===== src/rtl/pacc_pkg.sv =====
// Package: shared types and register addresses for the pulse accumulator.
// Assumes a word-wide register port with a two-bit address.
package pacc_pkg;

    // Control register layout, LSB first: enable, gated, falling, edge IE, ovf IE
    typedef struct packed {
        logic ie_ovf;
        logic ie_edge;
        logic falling;
        logic gated;
        logic en;
    } ctrl_t;

    localparam int CTRL_BITS = 5;

    localparam logic [1:0] ADDR_CTRL  = 2'd0;
    localparam logic [1:0] ADDR_COUNT = 2'd1;
    localparam logic [1:0] ADDR_FLAGS = 2'd2;

endpackage


===== src/rtl/pacc_sync_edge.sv =====
// Module: input synchronizer and edge classifier.
// Takes an asynchronous pin through STAGES flops, then produces single-cycle
// active and opposite edge pulses according to the polarity select.
// Assumes STAGES >= 2.
module pacc_sync_edge #(
    parameter int STAGES = 2
) (
    input  logic clk,
    input  logic rst_n,
    input  logic pin,
    input  logic falling,
    output logic act_edge,
    output logic opp_edge
);

    logic [STAGES-1:0] sync_q;
    logic              prev_q;
    logic              lvl;
    logic              rise;
    logic              fall;

    // Shift the pin through the synchronizer chain
    always_ff @(posedge clk) begin
        if (!rst_n) sync_q <= '0;
        else        sync_q <= {sync_q[STAGES-2:0], pin};
    end

    assign lvl = sync_q[STAGES-1];

    // Remember the last synchronized level for edge detection
    always_ff @(posedge clk) begin
        if (!rst_n) prev_q <= 1'b0;
        else        prev_q <= lvl;
    end

    // Classify transitions by the chosen polarity
    always_comb begin
        rise     = lvl & ~prev_q;
        fall     = ~lvl & prev_q;
        act_edge = falling ? fall : rise;
        opp_edge = falling ? rise : fall;
    end

    assert_single_cycle_edge_R2: assert property (@(posedge clk) disable iff (!rst_n)
        act_edge |=> !act_edge);
    assert_edges_exclusive_R2: assert property (@(posedge clk) disable iff (!rst_n)
        !(act_edge && opp_edge));

endmodule


===== src/rtl/pacc_prescale.sv =====
// Module: gated prescaler.
// Counts clock cycles while the gate is open and pulses a tick every DIV
// cycles. Restarts from zero on request and holds while the gate is closed.
// Assumes DIV >= 2.
module pacc_prescale #(
    parameter int DIV = 64
) (
    input  logic clk,
    input  logic rst_n,
    input  logic restart,
    input  logic gate_open,
    output logic tick
);

    localparam int PW = $clog2(DIV);
    localparam logic [PW-1:0] LAST = PW'(DIV - 1);

    logic [PW-1:0] pre_q;

    // Advance, wrap or restart the prescaler phase
    always_ff @(posedge clk) begin
        if (!rst_n)         pre_q <= '0;
        else if (restart)   pre_q <= '0;
        else if (gate_open) pre_q <= (pre_q == LAST) ? '0 : pre_q + 1'b1;
    end

    assign tick = gate_open && (pre_q == LAST);

    assert_restart_phase_R8: assert property (@(posedge clk) disable iff (!rst_n)
        restart |=> (pre_q == '0));
    assert_hold_closed_R8: assert property (@(posedge clk) disable iff (!rst_n)
        (!gate_open && !restart) |=> $stable(pre_q));

endmodule


===== src/rtl/pacc_core.sv =====
// Module: counting core.
// Holds the gate state and the count. It decides when to increment in each
// mode and reports flag set events. Assumes the edge inputs are single-cycle
// pulses.
module pacc_core #(
    parameter int CNT_W = 16,
    parameter int DIV   = 64
) (
    input  logic             clk,
    input  logic             rst_n,
    input  logic             en,
    input  logic             gated,
    input  logic             act_edge,
    input  logic             opp_edge,
    input  logic             cnt_wr,
    input  logic [CNT_W-1:0] cnt_wdata,
    output logic [CNT_W-1:0] count,
    output logic             edge_set,
    output logic             ovf_set
);

    localparam logic [CNT_W-1:0] CNT_MAX = '1;

    logic gate_q;
    logic restart;
    logic tick;
    logic inc;

    // Open the gate on an active edge and close it on the opposite edge
    always_ff @(posedge clk) begin
        if (!rst_n)                    gate_q <= 1'b0;
        else if (!en || !gated)        gate_q <= 1'b0;
        else if (act_edge && !gate_q)  gate_q <= 1'b1;
        else if (opp_edge && gate_q)   gate_q <= 1'b0;
    end

    assign restart = en && gated && act_edge && !gate_q;

    pacc_prescale #(.DIV(DIV)) u_pre (
        .clk       (clk),
        .rst_n     (rst_n),
        .restart   (restart),
        .gate_open (gate_q),
        .tick      (tick)
    );

    // Decide on increments and flag events for the current mode
    always_comb begin
        inc      = en && (gated ? (gate_q && tick) : act_edge);
        edge_set = en && (gated ? (opp_edge && gate_q) : act_edge);
        ovf_set  = inc && !cnt_wr && (count == CNT_MAX);
    end

    // Load the count on a write, otherwise increment it
    always_ff @(posedge clk) begin
        if (!rst_n)      count <= '0;
        else if (cnt_wr) count <= cnt_wdata;
        else if (inc)    count <= count + 1'b1;
    end

    assert_hold_when_off_R1: assert property (@(posedge clk) disable iff (!rst_n)
        (!en && !cnt_wr) |=> $stable(count));
    assert_wrap_to_zero_R7: assert property (@(posedge clk) disable iff (!rst_n)
        ovf_set |=> (count == '0));
    assert_load_wins_R11: assert property (@(posedge clk) disable iff (!rst_n)
        cnt_wr |=> (count == $past(cnt_wdata)));
    assert_gate_open_no_flag_R6: assert property (@(posedge clk) disable iff (!rst_n)
        (gated && act_edge && !gate_q) |-> !edge_set);

endmodule


===== src/rtl/pulse_acc.sv =====
// Module: pulse accumulator top.
// Provides the register port (control, count, flags), the sticky flags with
// write-1-to-clear and the two interrupt requests. Assumes CNT_W >= 5.
module pulse_acc #(
    parameter int CNT_W       = 16,
    parameter int DIV         = 64,
    parameter int SYNC_STAGES = 2
) (
    input  logic             clk,
    input  logic             rst_n,
    input  logic             pin_in,
    input  logic             reg_wr,
    input  logic [1:0]       reg_addr,
    input  logic [CNT_W-1:0] reg_wdata,
    output logic [CNT_W-1:0] reg_rdata,
    output logic             irq_edge,
    output logic             irq_ovf
);
    import pacc_pkg::*;

    ctrl_t            ctrl_q;
    logic             flag_edge_q;
    logic             flag_ovf_q;
    logic             act_edge;
    logic             opp_edge;
    logic             cnt_wr;
    logic             flag_wr;
    logic [CNT_W-1:0] count;
    logic             edge_set;
    logic             ovf_set;

    assign cnt_wr  = reg_wr && (reg_addr == ADDR_COUNT);
    assign flag_wr = reg_wr && (reg_addr == ADDR_FLAGS);

    // Capture control writes
    always_ff @(posedge clk) begin
        if (!rst_n)                               ctrl_q <= '0;
        else if (reg_wr && reg_addr == ADDR_CTRL) ctrl_q <= ctrl_t'(reg_wdata[CTRL_BITS-1:0]);
    end

    pacc_sync_edge #(.STAGES(SYNC_STAGES)) u_sync (
        .clk      (clk),
        .rst_n    (rst_n),
        .pin      (pin_in),
        .falling  (ctrl_q.falling),
        .act_edge (act_edge),
        .opp_edge (opp_edge)
    );

    pacc_core #(.CNT_W(CNT_W), .DIV(DIV)) u_core (
        .clk       (clk),
        .rst_n     (rst_n),
        .en        (ctrl_q.en),
        .gated     (ctrl_q.gated),
        .act_edge  (act_edge),
        .opp_edge  (opp_edge),
        .cnt_wr    (cnt_wr),
        .cnt_wdata (reg_wdata),
        .count     (count),
        .edge_set  (edge_set),
        .ovf_set   (ovf_set)
    );

    // Sticky flags: a set event outranks a write-1 clear
    always_ff @(posedge clk) begin
        if (!rst_n) begin
            flag_edge_q <= 1'b0;
            flag_ovf_q  <= 1'b0;
        end else begin
            flag_edge_q <= (flag_edge_q & ~(flag_wr & reg_wdata[0])) | edge_set;
            flag_ovf_q  <= (flag_ovf_q  & ~(flag_wr & reg_wdata[1])) | ovf_set;
        end
    end

    // Drive the interrupt requests from flags and enables
    always_comb begin
        irq_edge = flag_edge_q & ctrl_q.ie_edge;
        irq_ovf  = flag_ovf_q  & ctrl_q.ie_ovf;
    end

    // Read multiplexer
    always_comb begin
        reg_rdata = '0;
        case (reg_addr)
            ADDR_CTRL:  reg_rdata[CTRL_BITS-1:0] = ctrl_q;
            ADDR_COUNT: reg_rdata = count;
            ADDR_FLAGS: reg_rdata[1:0] = {flag_ovf_q, flag_edge_q};
            default:    reg_rdata = '0;
        endcase
    end

    assert_set_beats_clear_R9: assert property (@(posedge clk) disable iff (!rst_n)
        edge_set |=> flag_edge_q);
    assert_ovf_set_sticks_R9: assert property (@(posedge clk) disable iff (!rst_n)
        ovf_set |=> flag_ovf_q);
    assert_flag_clear_R9: assert property (@(posedge clk) disable iff (!rst_n)
        (flag_wr && reg_wdata[0] && !edge_set) |=> !flag_edge_q);
    assert_irq_needs_enable_R10: assert property (@(posedge clk) disable iff (!rst_n)
        (irq_edge || irq_ovf) |-> (ctrl_q.ie_edge || ctrl_q.ie_ovf));

endmodule


===== config.mk =====
export PLATFORM = sky130hd
export DESIGN_NAME = pulse_acc
export DESIGN_NICKNAME = d
export VERILOG_FILES = /design/src/rtl/pacc_pkg.sv /design/src/rtl/pacc_sync_edge.sv /design/src/rtl/pacc_prescale.sv /design/src/rtl/pacc_core.sv /design/src/rtl/pulse_acc.sv
export SDC_FILE = /design/constraint.sdc
export NUM_CORES = 1
export LEC_CHECK = 0
export ABC_AREA = 1
export CORE_UTILIZATION = 63
export DETAILED_ROUTE_END_ITERATION = 16
export DONT_BUFFER_PORTS = 1
export PLACE_DENSITY = 0.88
export SYNTH_ARGS = -nofsm -noshare
export SYNTH_HDL_FRONTEND = slang
export SYNTH_SLANG_ARGS = --single-unit

===== constraint.sdc =====
create_clock -name clk -period 1.7 [get_ports clk]
set_input_delay 0.255 -clock clk [delete_from_list [all_inputs] [get_ports clk]]
set_output_delay 0.255 -clock clk [all_outputs]
set_load 0.05 [all_outputs]

==> metrics.cfg <==
[status]
outcome = completed

[drt]
highest_layer = met4
num_vias = 2322
wl_met2_um = 2600
initialDrtViolationCount = 171
wl_met3_um = 539
antenna_left = 0
wl_um = 5570
route.detailed.wl_per_inst_um = 13.1
drtPass1Iterations = 4
vias_per_cell = 5.46
drc = 0
met1_length_um = 2320

[timing]
relSlewSlack = 0.648
hold_viol = 0
fmax_mhz = 626
setup_tns_ns = 0
fin_crit_sh = 0.940
worstMarginPinSlew_ns = 0.528
finalSetupViolCount = 0
skew_ns = 0.00564
slew_violations = 0
period_minus_slack_ns = 1.60
rsz0062_at_grt = false

[global_routing]
grt_pass1_vias = 2091
grt_max_degree = 20
grt_use_total = 0.327
grt_pass1_wl_um = 8730
overflow = 0
grt_antenna_before_repair = 0

[critical_path]
critical_path.endpoint = u_core.count[0]
crit_arrival_ns = 1.87
critPathRequiredTime_ns = 1.97
crit_type = reg -> reg
end_kind = register
start_kind = register
path_max_fanout = 13
critPathMaxStageDelay_ns = 0.38
cp_cell_sequence = ha_2, nand3_4, nor2_4, nand2_2, nand2_2, nand2_4, nand2_4, inv_2, nor2_1, nor2_1
cp-startpoint = u_core.u_pre.pre_q[0]
rrSetupSlack_ns = 0.10
critPathTopFamily = simple AND/OR/NAND/NOR gates
crit_buf_inv = 1
r2r_start = u_core.u_pre.pre_q[0]
crit_slowest_cell = dfxtp_2
cp_num_cells = 10
r2r-end = u_core.count[0]
r2r_cells = 10

[yosys]
synth_area_sq_mm = 0.00213
synthTopCellsByArea = dfxtp_1 31%, nand2_1 19%, nor2_1 13%
yosysUniqueCellTypes = 27
syn_nets = 386
synth_area_per_cell_sq_um = 5.87
ys_ff_latch = 33
synth_edf_count = 0
synth_cells = 362
yosys.area.top_type = dfxtp_1
yosys_warnings = 0
post-synth-top-count-cell = nand2_1
synth_top_area_share = 0.311
asyncSetResetFlopFracSynth = 0
synth.top_cells.by_count = 109 x nand2_1, 74 x nor2_1, 40 x nand3_1
yosysSeqAreaShare = 0.311
ys.flop_type = dfxtp_1

[final_layout]
final_area_sq_mm = 0.00239
syn_to_final_growth_pct = 12.3
fin_nets = 404
drive_gt1_frac = 0.123
final-seq-area_sq_um = 664
antenna_cells = 0
multi_input_area_sq_mm = 0.00125
fillers = 256
fin_cells = 425

[die]
start_util = 0.680
pin_count = 40
fp.dieH_um = 60.1
fp.dieW_um = 60.1
core_area_sq_mm = 0.00313
dieArea_sq_mm = 0.00361
rows = 20

[clocking]
root_buffer = clkbuf_4
cts.sinks = 33
clock_latency_ns = 0.36
ctsLongestPathBuffers = 2
htreeDepth = 2
path_clk_slew_ns = 0.12
cts_tree = done
cts_setup_buffers = 0
numCtsBuffers = 5

[power_and_ir_drop]
p_total_uw = 1720
power_density_mw_per_mm2 = 719
power.leakage_uw = 0.00112
ir_drop_mv = 0.567

[placed_design]
portBuffers = 0
dp_cells = 415
dpl_cell_area_sq_mm = 0.00227
place_hpwl_um = 3900
gp_congestion = 0.958

[hold_path]
hp-class = in -> reg
min-delay-start = rst_n

[job]
max_cap_viol_count = 0

how the worst min path moves through the flow:
| stage | to | slack [ns] | cells after the start |
|---|---|---|---|
| floorplan | u_sync.sync_q[0] | 0.35 | 2 |
| detailed placement | u_sync.sync_q[1] | 0.36 | 2 |
| CTS | u_core.count[5] | 0.0008 | 2 |
| global placement | u_sync.sync_q[0] | 0.35 | 2 |
| global route | u_core.count[10] | 0.004 | 2 |
| finish | u_sync.prev_q | 0.004 | 2 |
where the power goes:
part | internal [uW] | switching, uW | total [uW]
Combinational | 81.0 | 161 | 241
Clock | 311 | 325 | 636
Sequential | 805 | 33.3 | 838
sequential cells by signal (all words and copies together), names as in the netlist:
signal,count
u_core.u_pre.pre_q,6
u_sync.prev_q,1
flag_edge_q,1
u_core.count,16
flag_ovf_q,1
u_sync.sync_q,2
ctrl_q,5
u_core.gate_q,1
repair_timing:
| action | in CTS | in global routing |
|---|---|---|
| hold buffers | 2 | 0 |
| endpoints found under the setup margin | 0 | 7 |
| endpoints found under the hold margin | 7 | 0 |
| resized for setup | 0 | 5 |
per-layer routing:
metal / track usage / up-vias
met5: 0 / -
met4: 0.183 / 0
met3: 0.0628 / 12
met2: 0.525 / 126
met1: 0.409 / 1015
li1: - / 1169
worst reg2reg max path, stage by stage, from the launching register on:
cell     delay (ns)
dfxtp_2        0.38
ha_2           0.22
nand3_4        0.09
nor2_4         0.12
nand2_2        0.07
nand2_2        0.08
nand2_4        0.13
nand2_4        0.13
inv_2          0.11
nor2_1         0.13
nor2_1         0.05
placed cells by master, fill, tap and decap left out, types with 3 or more instances in the layout:
cell type	netlist	routed
dfxtp_2	0	3
o21ai_0	14	11
dfxtp_1	33	30
a21oi_1	11	11
nand2_1	109	109
nor2_1	74	74
nand3_1	40	40
inv_1	39	39
nand4_1	4	4
o211ai_1	3	3
o21ai_1	1	4
buf_4	1	19
nand2_2	4	4
clkbuf_4	0	5
per-stage QoR:
step                setup slack, ns  utilization  hold slack [ns]
global route                 0.0102        0.763          0.00412
global placement              0.208        0.726            0.350
finish                        0.102        0.763          0.00413
CTS                          0.0890        0.760         0.000831
floorplan                    -0.208            -            0.353
detailed placement            0.102        0.726            0.355
cell type report:
class | count | area share
multi-input combinational | 277 | 0.523
sequential | 33 | 0.278
timing repair buffer | 22 | 0.0765
inverter | 41 | 0.0645
tap | 44 | 0.0231
clock inverter | 3 | 0.0194
clock buffer | 5 | 0.0157
kinds of logic after synthesis:
family / after synthesis / share of synthesized area
compound gates: 30 / 0.0753
xor+xnor: 2 / 0.00824
fa+ha+maj: 2 / 0.0118
buf+inv: 52 / 0.106
flops: 33 / 0.311
simple gates: 243 / 0.488
Power figures use the tool's default switching activity.
